### config.mk
export PLATFORM = sky130hd
export DESIGN_NAME = wtsc_top
export DESIGN_NICKNAME = d
export VERILOG_FILES = /design/src/rtl/wtsc_pkg.sv /design/src/rtl/wtsc_line_store.sv /design/src/rtl/wtsc_snoop_match.sv /design/src/rtl/wtsc_req_ctrl.sv /design/src/rtl/wtsc_top.sv
export SDC_FILE = /design/constraint.sdc
export NUM_CORES = 1
export LEC_CHECK = 0
export BUFFER_PORTS_ARGS = -buffer_cell sky130_fd_sc_hd__buf_2
export CELL_PAD_IN_SITES_DETAIL_PLACEMENT = 2
export CELL_PAD_IN_SITES_GLOBAL_PLACEMENT = 2
export CORE_UTILIZATION = 30
export CTS_CLUSTER_DIAMETER = 50
export DETAILED_ROUTE_END_ITERATION = 10
export PLACE_DENSITY_LB_ADDON = 0.2
export SYNTH_ARGS = -nofsm -noshare
export SYNTH_HDL_FRONTEND = slang
export SYNTH_SLANG_ARGS = --single-unit
### constraint.sdc
create_clock -name clk -period 3.6 [get_ports clk]
set_input_delay 0.18 -clock clk [delete_from_list [all_inputs] [get_ports clk]]
set_output_delay 0.18 -clock clk [all_outputs]
set_load 0.05 [all_outputs]
### src/rtl/wtsc_pkg.sv
package wtsc_pkg;
   typedef enum logic {
      BUS_RD = 1'b0,
      BUS_WR = 1'b1
   } bus_cmd_e;
endpackage

### src/rtl/wtsc_line_store.sv
module wtsc_line_store
   import wtsc_pkg::*;
#(
   parameter int LINES = 16,
   parameter int TAG_W = 4,
   parameter int DW    = 16,
   localparam int IDX_W = $clog2(LINES)
) (
   input  logic             clk,
   input  logic             rst_n,
   input  logic [IDX_W-1:0] rd_idx,
   input  logic [TAG_W-1:0] rd_tag,
   output logic             rd_hit,
   output logic [DW-1:0]    rd_data,
   input  logic [IDX_W-1:0] sn_idx,
   input  logic [TAG_W-1:0] sn_tag,
   output logic             sn_hit,
   input  logic             fill_en,
   input  logic [IDX_W-1:0] fill_idx,
   input  logic [TAG_W-1:0] fill_tag,
   input  logic [DW-1:0]    fill_data,
   input  logic             upd_en,
   input  logic [IDX_W-1:0] upd_idx,
   input  logic [DW-1:0]    upd_data,
   input  logic             inv_en,
   input  logic [IDX_W-1:0] inv_idx
);
   logic [LINES-1:0] vld;
   logic [TAG_W-1:0] tags [LINES];
   logic [DW-1:0]    words [LINES];

   for (genvar i = 0; i < LINES; i++) begin : g_line
      logic v_q;
      always_ff @(posedge clk or negedge rst_n) begin
         if (!rst_n)
            v_q <= 1'b0;
         else if (inv_en && inv_idx == IDX_W'(i))
            v_q <= 1'b0;
         else if (fill_en && fill_idx == IDX_W'(i))
            v_q <= 1'b1;
      end
      assign vld[i] = v_q;
   end

   always_ff @(posedge clk) begin
      if (fill_en) begin
         tags[fill_idx]  <= fill_tag;
         words[fill_idx] <= fill_data;
      end else if (upd_en) begin
         words[upd_idx] <= upd_data;
      end
   end

   assign rd_hit  = vld[rd_idx] && (tags[rd_idx] == rd_tag);
   assign rd_data = words[rd_idx];
   assign sn_hit  = vld[sn_idx] && (tags[sn_idx] == sn_tag);

   // an invalidated line reads as not valid in the following cycle
   assert_inval_clears_R7: assert property (@(posedge clk) disable iff (!rst_n)
      inv_en |=> !vld[$past(inv_idx)]);

   // a fill without a same-line invalidation leaves the line valid
   assert_fill_sets_R3: assert property (@(posedge clk) disable iff (!rst_n)
      (fill_en && !(inv_en && inv_idx == fill_idx)) |=> vld[$past(fill_idx)]);
endmodule

### src/rtl/wtsc_snoop_match.sv
module wtsc_snoop_match
   import wtsc_pkg::*;
#(
   parameter int AW    = 8,
   parameter int IDX_W = 4,
   localparam int TAG_W = AW - IDX_W
) (
   input  logic             clk,
   input  logic             rst_n,
   input  logic             snp_valid,
   input  logic             snp_cmd,
   input  logic [AW-1:0]    snp_addr,
   output logic [IDX_W-1:0] sn_idx,
   output logic [TAG_W-1:0] sn_tag,
   input  logic             sn_hit,
   output logic             inv_en,
   output logic [IDX_W-1:0] inv_idx
);
   assign sn_idx  = snp_addr[IDX_W-1:0];
   assign sn_tag  = snp_addr[AW-1:IDX_W];
   assign inv_en  = snp_valid && (snp_cmd == BUS_WR) && sn_hit;
   assign inv_idx = sn_idx;

   // only a snooped write that hits a held line may invalidate
   assert_snoop_read_inert_R8: assert property (@(posedge clk) disable iff (!rst_n)
      (snp_valid && snp_cmd == BUS_RD) |-> !inv_en);
endmodule

### src/rtl/wtsc_req_ctrl.sv
module wtsc_req_ctrl
   import wtsc_pkg::*;
#(
   parameter int DW = 16
) (
   input  logic          clk,
   input  logic          rst_n,
   input  logic          cpu_req,
   input  logic          cpu_we,
   input  logic          line_hit,
   input  logic          snoop_kill,
   input  logic [DW-1:0] line_data,
   input  logic          bus_gnt,
   input  logic [DW-1:0] bus_rdata,
   output logic          bus_req,
   output bus_cmd_e      bus_cmd,
   output logic          cpu_ready,
   output logic [DW-1:0] cpu_rdata,
   output logic          fill_en,
   output logic          upd_en
);
   logic local_ok;
   logic grant_done;

   assign local_ok   = cpu_req && !cpu_we && line_hit && !snoop_kill;
   assign bus_req    = cpu_req && (cpu_we || !line_hit);
   assign bus_cmd    = cpu_we ? BUS_WR : BUS_RD;
   assign grant_done = bus_gnt && bus_req;
   assign cpu_ready  = local_ok || grant_done;
   assign cpu_rdata  = grant_done ? bus_rdata : line_data;
   assign fill_en    = grant_done && !cpu_we;
   assign upd_en     = grant_done && cpu_we && line_hit;

   // completion without a grant is a local read with no bus request
   assert_hit_local_R2: assert property (@(posedge clk) disable iff (!rst_n)
      (cpu_ready && !bus_gnt) |-> (!bus_req && !cpu_we));

   // every write asks for a bus write
   assert_write_on_bus_R4: assert property (@(posedge clk) disable iff (!rst_n)
      (cpu_req && cpu_we) |-> (bus_req && bus_cmd == BUS_WR));

   // no completion without a request
   assert_ready_needs_req_R10: assert property (@(posedge clk) disable iff (!rst_n)
      cpu_ready |-> cpu_req);
endmodule

### src/rtl/wtsc_top.sv
module wtsc_top
   import wtsc_pkg::*;
#(
   parameter int AW    = 8,
   parameter int DW    = 16,
   parameter int LINES = 16
) (
   input  logic          clk,
   input  logic          rst_n,
   input  logic          cpu_req,
   input  logic          cpu_we,
   input  logic [AW-1:0] cpu_addr,
   input  logic [DW-1:0] cpu_wdata,
   output logic          cpu_ready,
   output logic [DW-1:0] cpu_rdata,
   output logic          bus_req,
   output logic          bus_cmd,
   output logic [AW-1:0] bus_addr,
   output logic [DW-1:0] bus_wdata,
   input  logic          bus_gnt,
   input  logic [DW-1:0] bus_rdata,
   input  logic          snp_valid,
   input  logic          snp_cmd,
   input  logic [AW-1:0] snp_addr
);
   localparam int IDX_W = $clog2(LINES);
   localparam int TAG_W = AW - IDX_W;

   if (LINES < 2 || (1 << IDX_W) != LINES) begin : g_bad_lines
      $error("wtsc_top: LINES must be a power of two of at least 2");
   end
   if (AW <= IDX_W) begin : g_bad_aw
      $error("wtsc_top: AW must exceed the index width");
   end
   if (DW < 1) begin : g_bad_dw
      $error("wtsc_top: DW must be positive");
   end

   logic [IDX_W-1:0] cpu_idx;
   logic [TAG_W-1:0] cpu_tag;
   logic [IDX_W-1:0] sn_idx;
   logic [TAG_W-1:0] sn_tag;
   logic             sn_hit;
   logic             inv_en;
   logic [IDX_W-1:0] inv_idx;
   logic             line_hit;
   logic [DW-1:0]    line_data;
   logic             snoop_kill;
   logic             fill_en;
   logic             upd_en;
   bus_cmd_e         cmd_q;

   assign cpu_idx    = cpu_addr[IDX_W-1:0];
   assign cpu_tag    = cpu_addr[AW-1:IDX_W];
   assign snoop_kill = inv_en && (inv_idx == cpu_idx);
   assign bus_addr   = cpu_addr;
   assign bus_wdata  = cpu_wdata;
   assign bus_cmd    = cmd_q;

   wtsc_line_store #(.LINES(LINES), .TAG_W(TAG_W), .DW(DW)) u_store (
      .clk       (clk),
      .rst_n     (rst_n),
      .rd_idx    (cpu_idx),
      .rd_tag    (cpu_tag),
      .rd_hit    (line_hit),
      .rd_data   (line_data),
      .sn_idx    (sn_idx),
      .sn_tag    (sn_tag),
      .sn_hit    (sn_hit),
      .fill_en   (fill_en),
      .fill_idx  (cpu_idx),
      .fill_tag  (cpu_tag),
      .fill_data (bus_rdata),
      .upd_en    (upd_en),
      .upd_idx   (cpu_idx),
      .upd_data  (cpu_wdata),
      .inv_en    (inv_en),
      .inv_idx   (inv_idx)
   );

   wtsc_snoop_match #(.AW(AW), .IDX_W(IDX_W)) u_snoop (
      .clk       (clk),
      .rst_n     (rst_n),
      .snp_valid (snp_valid),
      .snp_cmd   (snp_cmd),
      .snp_addr  (snp_addr),
      .sn_idx    (sn_idx),
      .sn_tag    (sn_tag),
      .sn_hit    (sn_hit),
      .inv_en    (inv_en),
      .inv_idx   (inv_idx)
   );

   wtsc_req_ctrl #(.DW(DW)) u_ctrl (
      .clk        (clk),
      .rst_n      (rst_n),
      .cpu_req    (cpu_req),
      .cpu_we     (cpu_we),
      .line_hit   (line_hit),
      .snoop_kill (snoop_kill),
      .line_data  (line_data),
      .bus_gnt    (bus_gnt),
      .bus_rdata  (bus_rdata),
      .bus_req    (bus_req),
      .bus_cmd    (cmd_q),
      .cpu_ready  (cpu_ready),
      .cpu_rdata  (cpu_rdata),
      .fill_en    (fill_en),
      .upd_en     (upd_en)
   );

   // a read whose line is killed by a snoop is retried on the bus next cycle
   assert_retry_after_kill_R9: assert property (@(posedge clk) disable iff (!rst_n)
      (cpu_req && !cpu_we && snoop_kill && !bus_gnt) |=> (!cpu_req || bus_req));

   // a read miss completes only through a grant, with the bus read command
   assert_miss_via_bus_R3: assert property (@(posedge clk) disable iff (!rst_n)
      (cpu_req && !cpu_we && !line_hit) |-> (bus_req && bus_cmd == 1'b0 && (cpu_ready == bus_gnt)));
endmodule

**Word-level counts from Yosys, hierarchy flattened**

Memory sizes are Yosys's and may differ from the RTL's.
Cells that the tools add are included.

- Reduce and logical (&&, ||, !) cells: 68
- Magnitude comparators: 2
- Bitwise logic cells: 1
- Muxes and demuxes: 44
- Eq/ne operators: 33

Operators by type and width:

| operator | count |
|---|---|
| 4-bit equality test (second input constant) | 16 |
| 1-bit logical AND | 45 |
| 1-bit two-way mux | 40 |
| 4-bit by 3-bit equality test with 1-bit output (second input constant) | 8 |
| 16-bit two-way mux | 2 |
| 2-bit nonzero test | 16 |
| 4-bit by 2-bit equality test with 1-bit output (second input constant) | 4 |
| 4-bit equality test | 3 |
| 4-bit by 5-bit < comparator with 1-bit output (second input constant) | 2 |
| 1-bit binary-select mux with 4-bit select | 2 |
| 4-bit by 1-bit equality test with 1-bit output (second input constant) | 2 |
| 4-bit logical NOT | 2 |
| 1-bit logical NOT | 3 |
| 1-bit logical OR | 2 |
| 1-bit OR | 1 |

- Logic and storage cells: 166
- Memory bits (writable): 320
- Memories kept: 2
- Register bits: 16

Memory list:

| memory | depth | bits a word | rd ports | clocked after Yosys merged registers in | wr ports | line | RTL |
|---|---|---|---|---|---|---|---|
| u_store.words | 16 | 16 | 1 | 0 | 1 | wtsc_line_store.sv:30 | `logic [DW-1:0] words [LINES];` |
| u_store.tags | 16 | 4 | 2 | 0 | 1 | wtsc_line_store.sv:29 | `logic [TAG_W-1:0] tags [LINES];` |

**Depth between registers and ports, before layout**

Gate-level depths: netlist of the first run.

- Word-level depth: 13
- Depth in mapped cells: 11

**Modules after synthesis**

Synthesis of the first run repeated with hierarchy kept, for this count alone.

- Cell total of the unflattened synthesis: 706
- Area total of the unflattened synthesis: 14,582.7 um2

Modules (own cells, without submodules):

| module | sequential area each (um2) | area each (um2) | times used | cells each |
|---|---|---|---|---|
| wtsc_line_store | 10,009.6 | 13,932.1 | 1 | 633 |
| wtsc_req_ctrl | 0.0 | 309.0 | 1 | 27 |
| wtsc_top | 0.0 | 245.2 | 1 | 33 |
| wtsc_snoop_match | 0.0 | 96.3 | 1 | 13 |

**Worst setup path after synthesis of the first run**

Ideal clock, no wire load.

- Path kind: in2reg
- Start point: in cpu_addr[1]
- End point: mem u_store.words[11][0], enable pin
- Data arrival time: 3.322 ns
- Stages: 9
- Path slack: -0.131 ns
- Required time: 3.191 ns
- Path buffers: 2
- Path through: buf_6 > mux4_2 > or4b_1 > and4_4 > a21boi_4 > o211ai_4 > xnor2_2 > buf_2 > nor3_1

- Cells in the longest elaborated chain, start to end: 13
- Elaborated cells between the ends (all ways): 18

Ends and longest elaborated chain:

| element | line | RTL |
|---|---|---|
| start: declaration | wtsc_top.sv:12 | `input logic [AW-1:0] cpu_addr,` |
| memory read 16 x 4 bit or 1-bit binary-select mux with 4-bit select (tied branches) | -- |  |
| 4-bit equality test or 1-bit two-way mux (tied branches) | wtsc_line_store.sv:54 | `assign rd_hit = vld[rd_idx] && (tags[rd_idx] == rd_tag);` |
| 1-bit logical AND | wtsc_line_store.sv:54 |  |
| 1-bit logical NOT | wtsc_req_ctrl.sv:26 | `assign bus_req = cpu_req && (cpu_we \|\| !line_hit);` |
| 1-bit logical OR | wtsc_req_ctrl.sv:26 |  |
| 1-bit logical AND | wtsc_req_ctrl.sv:26 |  |
| 1-bit logical AND | wtsc_req_ctrl.sv:28 | `assign grant_done = bus_gnt && bus_req;` |
| 1-bit logical AND (2 in series) | wtsc_req_ctrl.sv:32 | `assign upd_en = grant_done && cpu_we && line_hit;` |
| 1-bit two-way mux | wtsc_line_store.sv:49 | `end else if (upd_en) begin` |
| 1-bit two-way mux | wtsc_line_store.sv:46 | `if (fill_en) begin` |
| 1-bit two-way mux (implied by the code) | wtsc_line_store.sv:50 | `words[upd_idx] <= upd_data;` |
| 1-bit OR (no source line) | -- |  |
| end: declaration | wtsc_line_store.sv:30 |  |

Several ways; a longest one is shown, not always the timed one. The select of a mux whose other input is x is not followed.

==> flow_summary.ini, run 1 <==
[synthesis]
synth-async-reset-ratio = 0.0476
syn_inst = 727
ys_types = 47
synth_area_mm2 = 0.0147
yosys_warnings = 0
synth-main-ff-cell = edfxtp_1
synth-edff-count = 320
synth_top_area_frac = 0.655
synth_seq_cells = 336
synth.net_count = 782
synth.avg_cell_area_um2 = 20.2
ys_top_cells_by_area = edfxtp_1 (65%), mux4_2 (18%), dfrtp_1 (2.7%)
ys_seq_area_frac = 0.682
synth_top_cell_by_area = edfxtp_1

[floorplanning]
ios = 98
die_x_um = 223
core-area_mm2 = 0.0479
die_area_mm2 = 0.0498
die_h_um = 223
row_count = 80
start_util = 0.306

[clock_tree]
cts_sinks = 336
path_clk_slew_ns = 0.06
cts_buffers = 42
cts.path.max_buffers = 3
worstSkewPairLatency_ns = 0.57
cts_root_buffer = clkbuf_16
htree_levels = 2
tritoncts = done

[grt]
grt_pass1_vias = 8665
grt_remaining_overflow = 0
grt_antenna_before_repair = 0
grt_max_degree = 39
grtUsageTotal = 0.168
grt_pass1_wl_um = 59900

[timing]
setup_ws_ns = 0.0679
tns_ns = 0
skew_ns = 0.0269
tightest_slew_ns = 0.686
fin_crit_sh = 0.981
finalHoldViolCount = 0
rsz0062_at_grt = true
slew_viol_final = 0
min_period_ns = 3.53
fmax_mhz = 283
setup_violations = 0
maxSlewHeadroom = 0.539

[power_and_ir_drop]
power.leakage_nw = 5.99
p_total_w = 0.00948
power_density_mw_per_mm2 = 531
vdd_drop_max_mv = 0.287

[detailed_routing]
dr.pass1.iters = 4
first_iter_violations = 441
drtAntennaViolNets = 0
wl_per_cell_um = 26.9
drt_wl_total_um = 40600
vias = 7683
drc = 0
vias_per_cell = 5.09

[placement]
gp_congestion = 0.778
dp_slack_ns = 0.149
dp_hpwl_um = 25400
port_buffers = 97

[final_layout]
drive_gt1_frac = 0.438
most-common-layout-cells = edfxtp_1 (320), mux4_2 (117), buf_2 (78), buf_4 (49), clkbuf_16 (42)
fin_nets = 917
diodes = 0
final_common_cell = edfxtp_1
area_growth_pct = 21.6

[worst_setup_path]
rrSetupSlack_ns = 0.28
setup.worst_path.class = reg -> out
reg2reg_from = u_store.tags[11][3]
worst_r2r_endpoint = u_store.words[0][14]
cp.arrival_ns = 3.35
worstRegToRegCells = 9
required_ns = 3.42
crit_path_start_kind = register
cp-end-kind = primary output
worstPathMaxFanout = 8

[outcome]
outcome = finished, final reports clean

[worst_hold_path]
hp-class = in -> async

[flow_run]
cap_viol_max_count = 0
[registers in the layout, indices dropped and copies added (netlist names)]
register / flops
u_store.words: 256
u_store.g_line.v_q: 16
u_store.tags: 64
[synthesized netlist by cell type, drive strengths merged (4+ instances only)]
library cell,count
dfrtp,16
nand2,12
clkbuf,14
a21oi,12
nor2,11
and2,5
mux4,117
nand2b,4
mux2i,31
xor2,7
a31oi,12
nor3,32
a2bb2oi,4
xnor2,7
edfxtp,320
nand3,4
buf,57
mux2,32
and3,6
[what timing repair did]
action,4_1_cts,5_1_grt
endpoints found under the setup margin,17,273
cloned,2,0
hold buffers,2,0
pin swaps,2,2
resized for setup,42,12
buffers inserted,6,1
hold endpoints to repair,20,0
[through the flow]
step / utilization / cell area, um^2 / instances / hold WS [ns]
after floorplan: - / 14700 / 727 / -0.116
final: 0.372 / 17800 / 1510 / 0.0763
after detailed placement: 0.337 / 16200 / 1425 / 0.122
after global placement: 0.337 / 16200 / 1425 / 0.0992
after CTS: 0.372 / 17900 / 1512 / 0.0512
after global routing: 0.372 / 17800 / 1510 / 0.0754
[where the power goes]
| part | switching (W) | internal (W) |
|---|---|---|
| Combinational | 0.000503 | 0.000375 |
| Sequential | 0.0000421 | 0.00434 |
| Clock | 0.00169 | 0.00253 |
[worst max-delay path: stages (launching register included)]
cell      delay, ns
edfxtp_1       0.39
mux4_2         0.51
or4b_4         0.49
and4_4         0.18
a21boi_4       0.15
o211ai_4       0.13
o21ai_4        0.22
buf_12         0.20
mux2_4         0.34
buf_6          0.16
[cell type report]
type	instances	area [um^2]
Timing Repair Buffer	162	1310
Multi-Input combinational cell	318	4360
Sequential cell	336	10000
Tap cell	615	769
Clock buffer	46	1070
Clock inverter	31	329
Fill cell	4578	30100
Inverter	2	7.51
[per-layer routing]
metal  GRT usage  vias up  wire length (um)
met5           0        -                 0
met2       0.295      197             20900
met1       0.214     4139             16900
met3      0.0237       59              1920
met4      0.0518        0               822
li1            -     3288                 -
[worst max-delay path by stage]
stage                             start                   end  depth (start not counted)
floorplan                   cpu_addr[1]  u_store.words[11][0]                          9
global placement            cpu_addr[3]  u_store.words[7][11]                         11
detailed placement          cpu_addr[3]  u_store.words[7][11]                         11
CTS                 u_store.tags[11][3]          cpu_rdata[8]                         11
global route        u_store.tags[11][3]          cpu_rdata[6]                          9
finish              u_store.tags[11][3]          cpu_rdata[6]                          9
[kinds of logic after synthesis]
kind of cell,synth area share
xor gates and xnor gates,0.00887
muxes,0.228
DFF,0.682
buffers and inverters,0.0300
AOI/OAI and AO/OA,0.0196
and+or+nand+nor,0.0315
No activity file was read; power rests on OpenSTA's default activity.
==> run 2, diff against run 1 <==
Settings changed: CTS_BUF_LIST set to sky130_fd_sc_hd__clkbuf_4 sky130_fd_sc_hd__clkbuf_8 sky130_fd_sc_hd__clkbuf_16.
==> run 2 against run 1 <==
Final area about the same. Register-to-register slack about the same. Largest cell class unchanged. Total power increased by 0.31%. Clock power about the same. Largest power group unchanged. Global-route usage about the same. Clock skew decreased by 0.0020 ns.
==> flow_summary.ini, run 2 (same netlist as run 1, synthesis figures left out) <==
[timing]
min_period_ns = 3.53
slew_viol_final = 0
finalHoldViolCount = 0
fin_crit_sh = 0.981
fmax_mhz = 283
maxSlewHeadroom = 0.539
holdWs_ns = 0.0725
tns_ns = 0
tightest_slew_ns = 0.686
setup_violations = 0
skew_ns = 0.0249
setup_ws_ns = 0.0680
rsz0062_at_grt = true

[power_and_ir_drop]
power_density_mw_per_mm2 = 532
p_total_w = 0.00951
vdd_drop_max_mv = 0.289
p_comb_frac = 0.092
switching_share = 0.235
pwr-share-clk = 0.446
power.leakage_nw = 6.00
p_switching_w = 0.00223
intPower_w = 0.00727
seqPwrFrac = 0.461

[floorplanning]
die_area_mm2 = 0.0498
die_h_um = 223
row_count = 80
ios = 98
start_util = 0.306
die_x_um = 223
core-area_mm2 = 0.0479

[detailed_routing]
vias = 7634
vias_per_cell = 5.06
drtAntennaViolNets = 0
drt_wl_total_um = 40500
wl_met2_um = 20900
dr.pass1.iters = 4
met1_length_um = 16900
first_iter_violations = 496
dr.max_layer_used = met4
drc = 0
wl_per_cell_um = 26.8
wl_met3_um = 1970

[worst_setup_path]
worstPathMaxFanout = 8
startpoint = u_store.tags[11][3]
setup.worst_path.class = reg -> out
reg2reg_from = u_store.tags[11][3]
cp.arrival_ns = 3.35
worstRegToRegCells = 9
worst_r2r_endpoint = u_store.words[0][14]
crit_path_start_kind = register
required_ns = 3.42
cp-endpoint = cpu_rdata[6]
rrSetupSlack_ns = 0.28
cp-end-kind = primary output

[final_layout]
fillers = 4578
fin_nets = 917
postLayoutCellArea_mm2 = 0.0179
most-common-layout-cells = edfxtp_1 (320), mux4_2 (117), buf_2 (78), buf_4 (49), clkbuf_16 (42)
diodes = 0
area_growth_pct = 21.7
largest_register_ffs = 256
largest_register = u_store.words
final_common_cell = edfxtp_1
drive_gt1_frac = 0.442
reg.largest.list = u_store.words (256), u_store.tags (64), u_store.g_line.v_q (16)

[placement]
placed_cell_area_mm2 = 0.0162
dp_slack_ns = 0.149
dp_hpwl_um = 25400
gp_congestion = 0.778
port_buffers = 97

[grt]
grt_pass1_wl_um = 59900
grtUsageTotal = 0.168
grt_remaining_overflow = 0
grt_max_degree = 39
grt_pass1_vias = 8666
grt_antenna_before_repair = 0

[clock_tree]
cts_root_buffer = clkbuf_16
htree_levels = 2
cts_buffers = 42
worstSkewPairLatency_ns = 0.57
path_clk_slew_ns = 0.06
cts.path.max_buffers = 3
cts_sinks = 336
tritoncts = done

[worst_hold_path]
hp-class = in -> reg

[outcome]
outcome = finished, final reports clean

[flow_run]
cap_viol_max_count = 0
-- run 2: critical path: stages (launching register included) --
cell and delay, ns:
edfxtp_1 0.39, mux4_2 0.51, or4b_4 0.49, and4_4 0.18, a21boi_4 0.15, o211ai_4 0.14, o21ai_4 0.22, buf_12 0.20
mux2_4 0.34, buf_6 0.16
-- run 2: worst min-delay path by stage --
stage / start / to / cells after the start
finish: cpu_addr[5] / u_store.tags[15][1] / 1
global route: cpu_addr[5] / u_store.tags[1][1] / 1
CTS: cpu_addr[5] / u_store.tags[10][1] / 1
detailed placement: rst_n / u_store.g_line[3].v_q / 1
global placement: rst_n / u_store.g_line[3].v_q / 1
floorplan: rst_n / u_store.g_line[0].v_q / 0
-- run 2: power groups by stage --
stage	Sequential, W	Combinational, W	Clock (W)
finish	0.00438	0.000879	0.00424
detailed placement	0.00446	0.000837	0
CTS	0.00438	0.000895	0.00435
global placement	0.00446	0.000808	0
global route	0.00439	0.000940	0.00448
floorplan	0.00444	0.000605	0
-- run 2: repair_timing --
action                                  in CTS  in global routing
endpoints found under the setup margin      17                273
pin swaps                                    2                  2
hold endpoints to repair                    20                  0
buffers inserted                             6                  1
cloned                                       2                  0
hold buffers                                 2                  0
gates resized for setup                     42                 12
-- run 2: cell type report --
type / instances / area (um^2) / area share
sequential: 336 / 10000 / 0.560
timing repair buffer: 162 / 1310 / 0.0731
inverter: 2 / 7.51 / 0.000420
tap: 615 / 769 / 0.0431
clock inverter: 31 / 329 / 0.0184
clock buffer: 46 / 1080 / 0.0605
multi-input combinational: 318 / 4360 / 0.244
-- run 2: metal layers --
metal | up-vias | GRT usage
li1 | 3288 | -
met1 | 4101 | 0.214
met2 | 194 | 0.295
met3 | 51 | 0.0237
met4 | 0 | 0.0518
met5 | - | 0
-- run 2: stage by stage --
stage	cells	util
after CTS	1512	0.373
after global placement	1425	0.337
after floorplan	727	-
final	1510	0.372
after global routing	1510	0.372
after detailed placement	1425	0.337
==> run 3, diff against run 2 <==
Settings changed: BUFFER_PORTS_ARGS -buffer_cell sky130_fd_sc_hd__buf_2 to -buffer_cell sky130_fd_sc_hd__clkbuf_2, CTS_BUF_LIST sky130_fd_sc_hd__clkbuf_4 sky130_fd_sc_hd__clkbuf_8 sky130_fd_sc_hd__clkbuf_16 to sky130_fd_sc_hd__clkbuf_4.
==> run 3 against run 2 <==
The run now ends with negative setup slack left. Register-to-register slack got worse by 0.46 ns. Flip-flop and latch count unchanged. Combinational power increased by 6.8%. Final area increased by 0.49%. Critical endpoint unchanged. Worst setup slack got worse by 0.27 ns. Highest routed layer unchanged. Critical path type unchanged. Largest cell class unchanged.
==> flow_summary.ini, run 3 (same netlist as run 1, synthesis figures left out) <==
[clock_tree]
cts.path.max_buffers = 3
cts_buffers = 93
tritoncts = done
path_clk_slew_ns = 0.06
cts_root_buffer = clkbuf_4
cts_sinks = 336
worstSkewPairLatency_ns = 0.82
htree_levels = 3

[final_layout]
fin_nets = 985
drive_gt1_frac = 0.475
largest_register_ffs = 256
utilization = 0.374
most-common-layout-cells = edfxtp_1 (320), clkbuf_4 (143), mux4_2 (117), clkbuf_2 (77), buf_4 (45)
multiInputGateArea_mm2 = 0.00433
fillers = 4641
reg.largest.list = u_store.words (256), u_store.tags (64), u_store.g_line.v_q (16)
register_area_mm2 = 0.0100
final_common_cell = edfxtp_1
largest_register = u_store.words
area_growth_pct = 22.3

[floorplanning]
ios = 98
core-area_mm2 = 0.0479
die_h_um = 223
start_util = 0.306
row_count = 80
die_area_mm2 = 0.0498
die_x_um = 223

[grt]
grtUsageTotal = 0.176
grt_pass1_wl_um = 62800
grt_antenna_before_repair = 2
grt_max_degree = 70
grt_remaining_overflow = 0
grt_pass1_vias = 9274

[worst_setup_path]
required_ns = 3.42
crit_path_start_kind = register
cp_top_family = multiplexers
rrSetupSlack_ns = -0.18
critPathSlowestCell = mux4_2
crit_chain = mux4_2, or4b_4, and4_4, a21boi_4, o211ai_4, o21ai_4, buf_12, mux2_4, clkbuf_16
cp.arrival_ns = 3.62
cp-end-kind = primary output
setup.worst_path.class = reg -> out
worstPathMaxFanout = 8
cp_slowest_stage_delay_ns = 0.52
path_buf_inv = 2

[timing]
slew_viol_final = 0
setup_ws_ns = -0.200
tightest_slew_ns = 1.22
rsz0062_at_grt = true
tns_ns = -36.80
setup_violations = 273
skew_ns = 0.0608
fin_crit_sh = 1.06
finalHoldViolCount = 0
maxSlewHeadroom = 0.182
min_period_ns = 3.80
fmax_mhz = 263

[placement]
gp_congestion = 0.800
dp_hpwl_um = 26900
dp_slack_ns = -0.00476
port_buffers = 97

[power_and_ir_drop]
vdd_drop_max_mv = 0.203
power.leakage_nw = 6.16
power_density_mw_per_mm2 = 499
p_total_w = 0.00895

[detailed_routing]
drc = 0
first_iter_violations = 506
vias = 8224
drt_wl_total_um = 42400
drtAntennaViolNets = 0
dr.pass1.iters = 4
wl_per_cell_um = 26.2
vias_per_cell = 5.07

[flow_run]
cap_viol_max_count = 0

[worst_hold_path]
hp-class = in -> reg

[outcome]
outcome = finished with violations
violations = negative setup slack
-- run 3: changes by cell type in the layout (fill, tap and decap cells not counted), moves of 4 or more --
| cell | change |
|---|---|
| buf_6 | -15 |
| buf_8 | +13 |
| buf_2 | -78 |
| clkbuf_4 | +139 |
| diode_2 | +5 |
| clkinv_1 | +7 |
| clkbuf_2 | +77 |
| dlygate4sd3_1 | +20 |
| clkbuf_16 | -39 |
| buf_4 | -4 |
-- run 3: power by group --
group	internal, W	switching (W)
Clock	0.00196	0.00167
Sequential	0.00434	0.0000418
Combinational	0.000408	0.000531
-- run 3: per-stage QoR --
| step | hold WS [ns] | instances | instance area (um^2) |
|---|---|---|---|
| 3_5_place_dp | 0.131 | 1423 | 16200 |
| 4_1_cts | 0.00155 | 1617 | 17900 |
| 5_1_grt | 0.0613 | 1623 | 17900 |
| 6_report | 0.0767 | 1623 | 17900 |
| 2_1_floorplan | -0.116 | 727 | 14700 |
| 3_3_place_gp | 0.118 | 1423 | 16200 |
-- run 3: what timing repair did --
item                                   in CTS  in global routing
setup buffers                               3                  2
hold buffers                               22                  0
pin swaps                                   1                  3
setup endpoints to repair                  18                280
cloned                                      1                  0
resized for setup                          48                 17
endpoints found under the hold margin     182                  0
-- run 3: worst paths after layout --
| check | cells past startpoint | start | end |
|---|---|---|---|
| hold / removal | 5 | snp_addr[4] | u_store.g_line[3].v_q |
| min in group asynchronous | 3 | rst_n | u_store.g_line[0].v_q |
| setup / recovery | 9 | u_store.tags[11][3] | cpu_rdata[6] |
| hold reg to reg | 2 | u_store.g_line[6].v_q | u_store.g_line[6].v_q |
| setup reg to reg | 10 | u_store.tags[11][3] | u_store.words[8][12] |
| max in group asynchronous | 3 | rst_n | u_store.g_line[10].v_q |
-- run 3: layer usage --
metal  up-vias  share of wire  global-route usage
li1       3484              -                   -
met2       258           0.52               0.302
met1      4408           0.41               0.215
met5         -              0                   0
met4         0          0.023              0.0634
met3        74          0.049              0.0412
-- run 3: worst register-to-register path: cells and delay by family, from the launching register on --
kind                      cells  cell delay (ns)
DFF                           1             0.39
buffers and inverters         3             0.55
muxes                         1             0.52
AOI/OAI and AO/OA             2             0.27
and+or+nand+nor               3             0.88
xor gates and xnor gates      1             0.92
-- run 3: layout make-up --
cell class	count	area share
multi-input combinational	318	0.241
tap	615	0.0429
inverter	2	0.000418
antenna	5	0.000697
clock buffer	143	0.0598
clock inverter	25	0.00927
sequential	336	0.558
timing repair buffer	179	0.0877
